## config.mk

```make
export PLATFORM = sky130hd
export DESIGN_NAME = fadd_eqexp
export DESIGN_NICKNAME = d
export VERILOG_FILES = /design/src/rtl/fadd_eqexp_pkg.sv /design/src/rtl/fadd_eqexp_decode.sv /design/src/rtl/fadd_eqexp_nanpick.sv /design/src/rtl/fadd_eqexp_round.sv /design/src/rtl/fadd_eqexp.sv
export SDC_FILE = /design/constraint.sdc
export NUM_CORES = 1
export LEC_CHECK = 0
export ABC_CLOCK_PERIOD_IN_PS = 2700
export BUFFER_PORTS_ARGS = -buffer_cell sky130_fd_sc_hd__buf_4
export CORE_MARGIN = 1
export CORE_UTILIZATION = 57
export DETAILED_ROUTE_END_ITERATION = 10
export GPL_ROUTABILITY_DRIVEN = 0
export MAX_ROUTING_LAYER = met4
export PLACE_DENSITY = 0.83
export SLEW_MARGIN = 20
export SYNTH_ARGS = -nofsm -noshare
export SYNTH_HDL_FRONTEND = slang
export SYNTH_SLANG_ARGS = --single-unit
```

## constraint.sdc

```tcl
create_clock -name clk -period 2.7 [get_ports clk]
set_input_delay 0.405 -clock clk [delete_from_list [all_inputs] [get_ports clk]]
set_output_delay 0.405 -clock clk [all_outputs]
set_load 0.05 [all_outputs]
```

## src/rtl/fadd_eqexp_pkg.sv

```systemverilog
package fadd_eqexp_pkg;

  typedef enum logic [2:0] {
    RM_NEAR_EVEN = 3'd0,
    RM_TO_ZERO   = 3'd1,
    RM_TO_NEG    = 3'd2,
    RM_TO_POS    = 3'd3,
    RM_NEAR_AWAY = 3'd4
  } rmode_e;

  typedef struct packed {
    logic invalid;
    logic overflow;
    logic inexact;
  } fflags_t;

  function automatic int exp_bits(input int width);
    if (width == 16) return 5;
    else if (width == 64) return 11;
    else return 8;
  endfunction

endpackage

```

## src/rtl/fadd_eqexp_decode.sv

```systemverilog
module fadd_eqexp_decode #(
  parameter int EW = 8,
  parameter int FW = 23
) (
  input  logic [EW+FW:0] word,
  output logic           is_nan,
  output logic           is_snan,
  output logic           frac_zero
);
  logic [EW-1:0] expf;
  logic [FW-1:0] frac;

  assign expf      = word[EW+FW-1:FW];
  assign frac      = word[FW-1:0];
  assign frac_zero = (frac == '0);
  assign is_nan    = (&expf) && !frac_zero;
  assign is_snan   = is_nan && !frac[FW-1];
endmodule

```

## src/rtl/fadd_eqexp_nanpick.sv

```systemverilog
module fadd_eqexp_nanpick #(
  parameter int EW = 8,
  parameter int FW = 23
) (
  input  logic [EW+FW:0] op_a,
  input  logic [EW+FW:0] op_b,
  input  logic           a_nan,
  input  logic           a_snan,
  input  logic           b_snan,
  output logic [EW+FW:0] word,
  output logic           invalid
);
  localparam logic [EW+FW:0] QUIET_BIT = (EW+FW+1)'(1) << (FW - 1);

  assign word    = (a_nan ? op_a : op_b) | QUIET_BIT;
  assign invalid = a_snan || b_snan;
endmodule

```

## src/rtl/fadd_eqexp_round.sv

```systemverilog
module fadd_eqexp_round
  import fadd_eqexp_pkg::*;
#(
  parameter int EW = 8,
  parameter int FW = 23
) (
  input  logic          sign,
  input  logic [EW-1:0] expf,
  input  logic [FW:0]   fsum,
  input  logic [2:0]    rm,
  output logic [EW+FW-1:0] mag,
  output logic          ovf,
  output logic          nx
);
  localparam int MW = EW + 1 + FW;
  localparam logic [EW:0] EXP_TOP = {1'b0, {EW{1'b1}}};
  localparam logic [EW+FW-1:0] INF_MAG = {{EW{1'b1}}, {FW{1'b0}}};
  localparam logic [EW+FW-1:0] MAX_MAG = {{(EW-1){1'b1}}, 1'b0, {FW{1'b1}}};

  logic [FW:0]   mant;
  logic          half;
  logic          bump;
  logic          to_inf;
  logic [MW-1:0] grown;
  logic [MW-1:0] rounded;

  assign mant = {1'b1, fsum[FW:1]};
  assign half = fsum[0];

  always_comb begin
    bump   = 1'b0;
    to_inf = 1'b0;
    case (rmode_e'(rm))
      RM_NEAR_EVEN: begin bump = mant[0]; to_inf = 1'b1;  end
      RM_NEAR_AWAY: begin bump = 1'b1;    to_inf = 1'b1;  end
      RM_TO_POS:    begin bump = !sign;   to_inf = !sign; end
      RM_TO_NEG:    begin bump = sign;    to_inf = sign;  end
      default:      begin bump = 1'b0;    to_inf = 1'b0;  end
    endcase
  end

  assign grown   = {({1'b0, expf} + {{EW{1'b0}}, 1'b1}), mant[FW-1:0]};
  assign rounded = grown + {{(MW-1){1'b0}}, bump & half};
  assign ovf     = (rounded[MW-1:FW] >= EXP_TOP);
  assign nx      = half || ovf;
  assign mag     = ovf ? (to_inf ? INF_MAG : MAX_MAG) : rounded[EW+FW-1:0];
endmodule

```

## src/rtl/fadd_eqexp.sv

```systemverilog
module fadd_eqexp
  import fadd_eqexp_pkg::*;
#(
  parameter int WIDTH = 32
) (
  input  logic             clk,
  input  logic             rst_n,
  input  logic             in_valid,
  output logic             in_ready,
  input  logic [WIDTH-1:0] in_a,
  input  logic [WIDTH-1:0] in_b,
  input  logic [2:0]       in_rm,
  output logic             out_valid,
  input  logic             out_ready,
  output logic [WIDTH-1:0] out_sum,
  output logic [2:0]       out_flags,
  output logic             out_unsup
);
  localparam int EW = exp_bits(WIDTH);
  localparam int FW = WIDTH - 1 - EW;
  localparam logic [EW-1:0] EXP_MAXN = {{(EW-1){1'b1}}, 1'b0};

  logic [WIDTH-1:0] ops [2];
  logic [1:0] nan_v, snan_v, fz_v;

  assign ops[0] = in_a;
  assign ops[1] = in_b;

  for (genvar g = 0; g < 2; g++) begin : g_dec
    fadd_eqexp_decode #(.EW(EW), .FW(FW)) u_dec (
      .word      (ops[g]),
      .is_nan    (nan_v[g]),
      .is_snan   (snan_v[g]),
      .frac_zero (fz_v[g])
    );
  end

  logic          sa;
  logic [EW-1:0] ea;
  logic [FW:0]   fsum;
  logic          same_ok;

  assign sa      = in_a[WIDTH-1];
  assign ea      = in_a[WIDTH-2:FW];
  assign fsum    = {1'b0, in_a[FW-1:0]} + {1'b0, in_b[FW-1:0]};
  assign same_ok = (ea == in_b[WIDTH-2:FW]) && (sa == in_b[WIDTH-1]);

  logic [WIDTH-1:0] nan_word;
  logic             nan_inv;

  fadd_eqexp_nanpick #(.EW(EW), .FW(FW)) u_nan (
    .op_a    (in_a),
    .op_b    (in_b),
    .a_nan   (nan_v[0]),
    .a_snan  (snan_v[0]),
    .b_snan  (snan_v[1]),
    .word    (nan_word),
    .invalid (nan_inv)
  );

  logic [WIDTH-2:0] rnd_mag;
  logic             rnd_ovf, rnd_nx;

  fadd_eqexp_round #(.EW(EW), .FW(FW)) u_rnd (
    .sign (sa),
    .expf (ea),
    .fsum (fsum),
    .rm   (in_rm),
    .mag  (rnd_mag),
    .ovf  (rnd_ovf),
    .nx   (rnd_nx)
  );

  logic [WIDTH-1:0] nxt_sum;
  fflags_t          nxt_flags;
  logic             nxt_unsup;

  always_comb begin
    nxt_sum   = '0;
    nxt_flags = '0;
    nxt_unsup = 1'b0;
    if (!same_ok) begin
      nxt_unsup = 1'b1;
    end else if (ea == '0) begin
      nxt_sum = in_a + {{(EW+1){1'b0}}, in_b[FW-1:0]};
    end else if ((&ea) && fz_v[0] && fz_v[1]) begin
      nxt_sum = in_a;
    end else if (&ea) begin
      nxt_sum           = nan_word;
      nxt_flags.invalid = nan_inv;
    end else if (!fsum[0] && (ea != EXP_MAXN)) begin
      nxt_sum = {sa, ea + EW'(1), fsum[FW:1]};
    end else begin
      nxt_sum            = {sa, rnd_mag};
      nxt_flags.overflow = rnd_ovf;
      nxt_flags.inexact  = rnd_nx;
    end
  end

  logic take;
  assign in_ready = !out_valid || out_ready;
  assign take     = in_valid && in_ready;

  always_ff @(posedge clk or negedge rst_n) begin
    if (!rst_n) begin
      out_valid <= 1'b0;
      out_sum   <= '0;
      out_flags <= '0;
      out_unsup <= 1'b0;
    end else begin
      if (take) begin
        out_valid <= 1'b1;
        out_sum   <= nxt_sum;
        out_flags <= nxt_flags;
        out_unsup <= nxt_unsup;
      end else if (out_ready) begin
        out_valid <= 1'b0;
      end
    end
  end
endmodule

```

==> impl_results.md, run 1 <==
* GRT Total Usage at around 93%
* #FFs+latches synth at 37
* Vias in the first global route at 11141
* Wire length of the first global-routing pass at between 60 and 70 mm
* DIE WIDTH at roughly 100 um
* Top-count cell post-synth: a21oi_1
* I/O Pins at between 100 and 150
* Ys flop type: dfrtp_1
* Synth top area cells: dfrtp_1 (18%), a21oi_1 (7.8%), ha_1 (7.2%)
* Global route overflow at 343
* CTS Buf Count at 5
* Yosys top cell area share at 17.7%
* Root Buffer Master: clkbuf_8
* Hpwl dp at between 20 and 25 mm
* Synth area leader: dfrtp_1
* Port buffer count at approximately 110
* EDFF count, synth at 0
* Post-synth net total at 820
* Status: did not finish
* Largest net degree at the start of global routing at 38
* Cell Count Post-Placement at 1145
* Asr flop ratio synth at between 90% and 100%
* H-tree depth at 2
* CTS max path bufs at 2
* Starting Density at 59.5%
* Tool error: [ERROR GRT-0116] Global routing finished with congestion. Check the congestion regions in the DRC Viewer.
* Register area share after synthesis at 17.7%
* Row count at 34
* Placement-stage cell area at between 8000 and 9000 um^2
* Synth top cells by count: a21oi_1 (82), nand2_1 (76), nor2_1 (45)
* Synthesized area at approximately 5200 um^2
* Avg Synthesized Cell Area at ~7.3 um^2
* Last stage: 5_1_grt
* TritonCTS Sinks at 37
* Synth Instances at 718
* Die Y-Extent at 97.9 um
* Distinct cells, synth at 82
* Synth warnings at 0
* # hold bufs at CTS at 0
what timing repair did:
action	4_1_cts
pin swaps	27
endpoints found under the setup margin	33
endpoints found under the hold margin	0
gates resized for setup	50
setup buffers	18
gates cloned	1
routing by layer:
metal	overflow	track usage [%]
met5	-	-
met4	113	102
met1	6	88.8
met3	11	74.1
met2	213	110
through the flow:
stage                     util [%]  hold slack (ns)  setup WS [ns]
after CTS                     96.5           0.0819          -1.48
after detailed placement      91.0            0.413          -1.89
after global placement        91.0            0.402          -1.66
after floorplan                  -            0.109          -1.50
cells by family after synthesis:
| logic type | after synthesis | synth area share, % |
|---|---|---|
| muxes | 7 | 1.38 |
| buffers and inverters | 54 | 4.27 |
| and+or+nand+nor | 282 | 29.1 |
| AOI/OAI and AO/OA | 274 | 34.3 |
| xor gates and xnor gates | 33 | 5.66 |
| adders and majority gates | 31 | 7.55 |
| DFF | 37 | 17.7 |
==> run 2, diff against run 1 <==
- CORE_UTILIZATION: 57 -> 40
- MAX_ROUTING_LAYER: met4 -> default
- PLACE_DENSITY: 0.83 -> default
- PLACE_DENSITY_LB_ADDON: default -> 0.15
==> run 2 against run 1 <==
  * The flow now finishes, with violations (setup timing)
  * Synthesized cell count stayed put
  * Area after synthesis stayed put
==> impl_results.md, run 2 <==
* Distinct cells, synth at 82
* WP data arrival at around 4.4 ns
* Util after Layout at 74.7%
* Wire length of the first global-routing pass at 39.0 mm
* Antenna-violating nets left at 0
* Violated checks: setup timing
* Largest net degree at the start of global routing at 38
* Most frequent cells in the layout: buf_4 (379), nand2_1 (75), a21oi_1 (73)
* Root Buffer Master: clkbuf_16
* Initial antenna violation count at 0
* Core Footprint at 12700 um^2
* Max Cap Violations at 0
* I/O Pins at 109
* CTS max path bufs at 2
* Asr flop ratio synth at 100%
* DR iter-0 viols at approximately 1100
* Yosys top cell area share at between 10% and 20%
* Post-synth net total at 820
* #FFs+latches synth at 37
* Row count at 41
* Ys flop type: dfrtp_1
* CTS Buf Count at 5
* # hold bufs at CTS at 0
* Commonest non-fill, non-tap cell in the layout: buf_4
* Clk_lat worst skew at 0.29 ns
* Fmax achieved at between 200 and 250 MHz
* H-tree depth at 2
* Max reg flops at 32
* CTS clk-pin slew, worst paths at 0.06 ns
* Starting Density at 41.4%
* VDD IR-drop max at around 0.30 mV
* WP data required at 2.92 ns
* Avg Synthesized Cell Area at 7.30 um^2
* Nets at 1204
* P&R area growth vs syn at 80.6%
* CP max stage delay at 0.44 ns
* Synth area leader: dfrtp_1
* Type of the worst min-delay path: input pin to asynchronous set/reset pin
* Crit-path most repeated cell: inv_2
* Worst path slowest cell: fa_2
* Synth Instances at 718
* Final Critical Period at 4.17 ns
* Final Cycle Share at 154%
* CP Max Fanout at 5
* Setup Skew at around 0.0038 ns
* Fraction of layout cells with a size suffix above 1 at 50.1%
* Worst R2R Setup Slack at 0.50 ns
* Setup WS post-layout at -1.47 ns
* Routed WL per cell at around 21 um
* Rel. slew slack at 61.0%
* TritonCTS Sinks at 37
* Setup CP Type: input pin to flip-flop
* Port buffer count at 108
* Synth top cells by count: a21oi_1 (82), nand2_1 (76), nor2_1 (45)
* Die Y-Extent at 116 um
* Critical R2R Launch: out_valid$_DFFE_PN0P_
* Reg2reg path depth at 9
* Drt total wl at 27.1 mm
* Hold Fails Final Rpt at 0
* Diode count at 0
* Drc violations at 0
* EDFF count, synth at 0
* First-pass iteration count of the detailed router at 8
* CP Capture Type: flip-flop
* CTS tree: done
* Count of pins over their slew limit at 0
* Vias per cell at between 6 and 7
* Least-Margin Pin Slew at 0.586 ns
* Crit-path cells: buf_8 > ha_4 > inv_2 > fa_2 > inv_2 > nor2_2 > o32ai_2 > and2_4 > ha_4 > and2_4 > and4_4 > nor4b_4 > buf_4 > nand4_1 > nor3_2 > a41oi_2 > inv_2 > buf_6 > buf_4 > o31a_1 > o22ai_4 > o21ai_1
* Synth top area cells: dfrtp_1 (18%), a21oi_1 (7.8%), ha_1 (7.2%)
* Status: complete, but fails checks
* Synth warnings at 0
* Cell Pwr Density at 307 nW/um^2
* Reg-to-Reg End: out_sum[16]$_DFFE_PN0P_
* Final setup vio count at 33
* Vias in the first global route at 7703
* Register area share after synthesis at 17.7%
* Static Leak at 4.32 nW
* Global route overflow at 0
* Die area at between 10000 and 15000 um^2
* DIE WIDTH at 116 um
* Top Registers: out_sum: 32 flops, out_flags: 3 flops
* Post-Place Setup Slack at -1.86 ns
* Routed vias at 8170
* Setup crit start kind: input pin
* GRT Total Usage at between 30% and 40%
* Largest register by flop count: out_sum
* Unrepaired setup endpoints after global routing: true
* Top-count cell post-synth: a21oi_1
* Hpwl dp at 18.7 mm
* Synthesized area at around 5200 um^2
run 2: cell counts after synthesis:
Identical to the previous run, type by type.
run 2: metrics by stage:
step	TNS [ns]	hold WS, ns	std cells	total power [mW]	instance area [um^2]
after floorplan	-43.46	0.109	718	1.23	5370
after global placement	-53.80	0.400	1219	1.94	8180
after detailed placement	-57.61	0.412	1219	1.97	8180
after CTS	-37.10	0.105	1260	2.73	9120
after global routing	-48.34	0.127	1275	3.02	9470
final	-42.56	0.0864	1275	2.91	9470
run 2: critical path: cells and delay by family:
| family | cells | cell delay [ns] |
|---|---|---|
| and+or+nand+nor | 7 | 1.36 |
| AOI/OAI and AO/OA | 5 | 0.98 |
| buffers and inverters | 7 | 0.89 |
| adders and majority gates | 3 | 0.73 |
run 2: layout make-up:
class,instances,area (um^2)
Inverter,13,48.8
Clock buffer,6,139
Sequential cell,37,926
Timing Repair Buffer,416,3300
Clock inverter,2,13.8
Fill cell,896,3210
Tap cell,172,215
Multi-Input combinational cell,629,4820
run 2: how the worst max path moves through the flow:
stage | slack [ns] | startpoint | to
after floorplan | -1.50 | in_a[0] | out_sum[18]$_DFFE_PN0P_
after global placement | -1.73 | in_a[0] | out_sum[15]$_DFFE_PN0P_
after detailed placement | -1.86 | in_a[0] | out_sum[15]$_DFFE_PN0P_
after CTS | -1.24 | in_a[0] | out_sum[15]$_DFFE_PN0P_
after global routing | -1.65 | in_a[0] | out_sum[6]$_DFFE_PN0P_
final | -1.47 | in_a[0] | out_sum[6]$_DFFE_PN0P_
run 2: routing by layer:
metal	part of all wire [%]	vias up	global-route usage [%]
met3	11	189	8.15
met5	0	-	0
li1	-	3544	-
met2	45	646	60.0
met4	6.7	0	22.6
met1	38	3791	46.3
run 2: cells by family (layout without fill, tap and decap cells):
| kind of cell | count (synthesis) | in the layout | synth area share, % |
|---|---|---|---|
| adders and majority gates | 31 | 31 | 7.55 |
| xor gates and xnor gates | 33 | 33 | 5.66 |
| buffers and inverters | 54 | 437 | 4.27 |
| muxes | 7 | 7 | 1.38 |
| AOI/OAI and AO/OA | 274 | 275 | 34.3 |
| DFF | 37 | 37 | 17.7 |
| and+or+nand+nor | 282 | 283 | 29.1 |
run 2: where the power goes:
group	internal, mW	switching (mW)	total (mW)
Combinational	0.814	0.908	1.72
Sequential	0.557	0.00149	0.558
Clock	0.368	0.260	0.628
run 2: what timing repair did:
action,CTS,global route
pin swaps,43,47
cloned,2,0
resized for setup,104,44
endpoints found under the setup margin,33,33
buffers inserted,34,16
(Power assumes the default switching activity.)
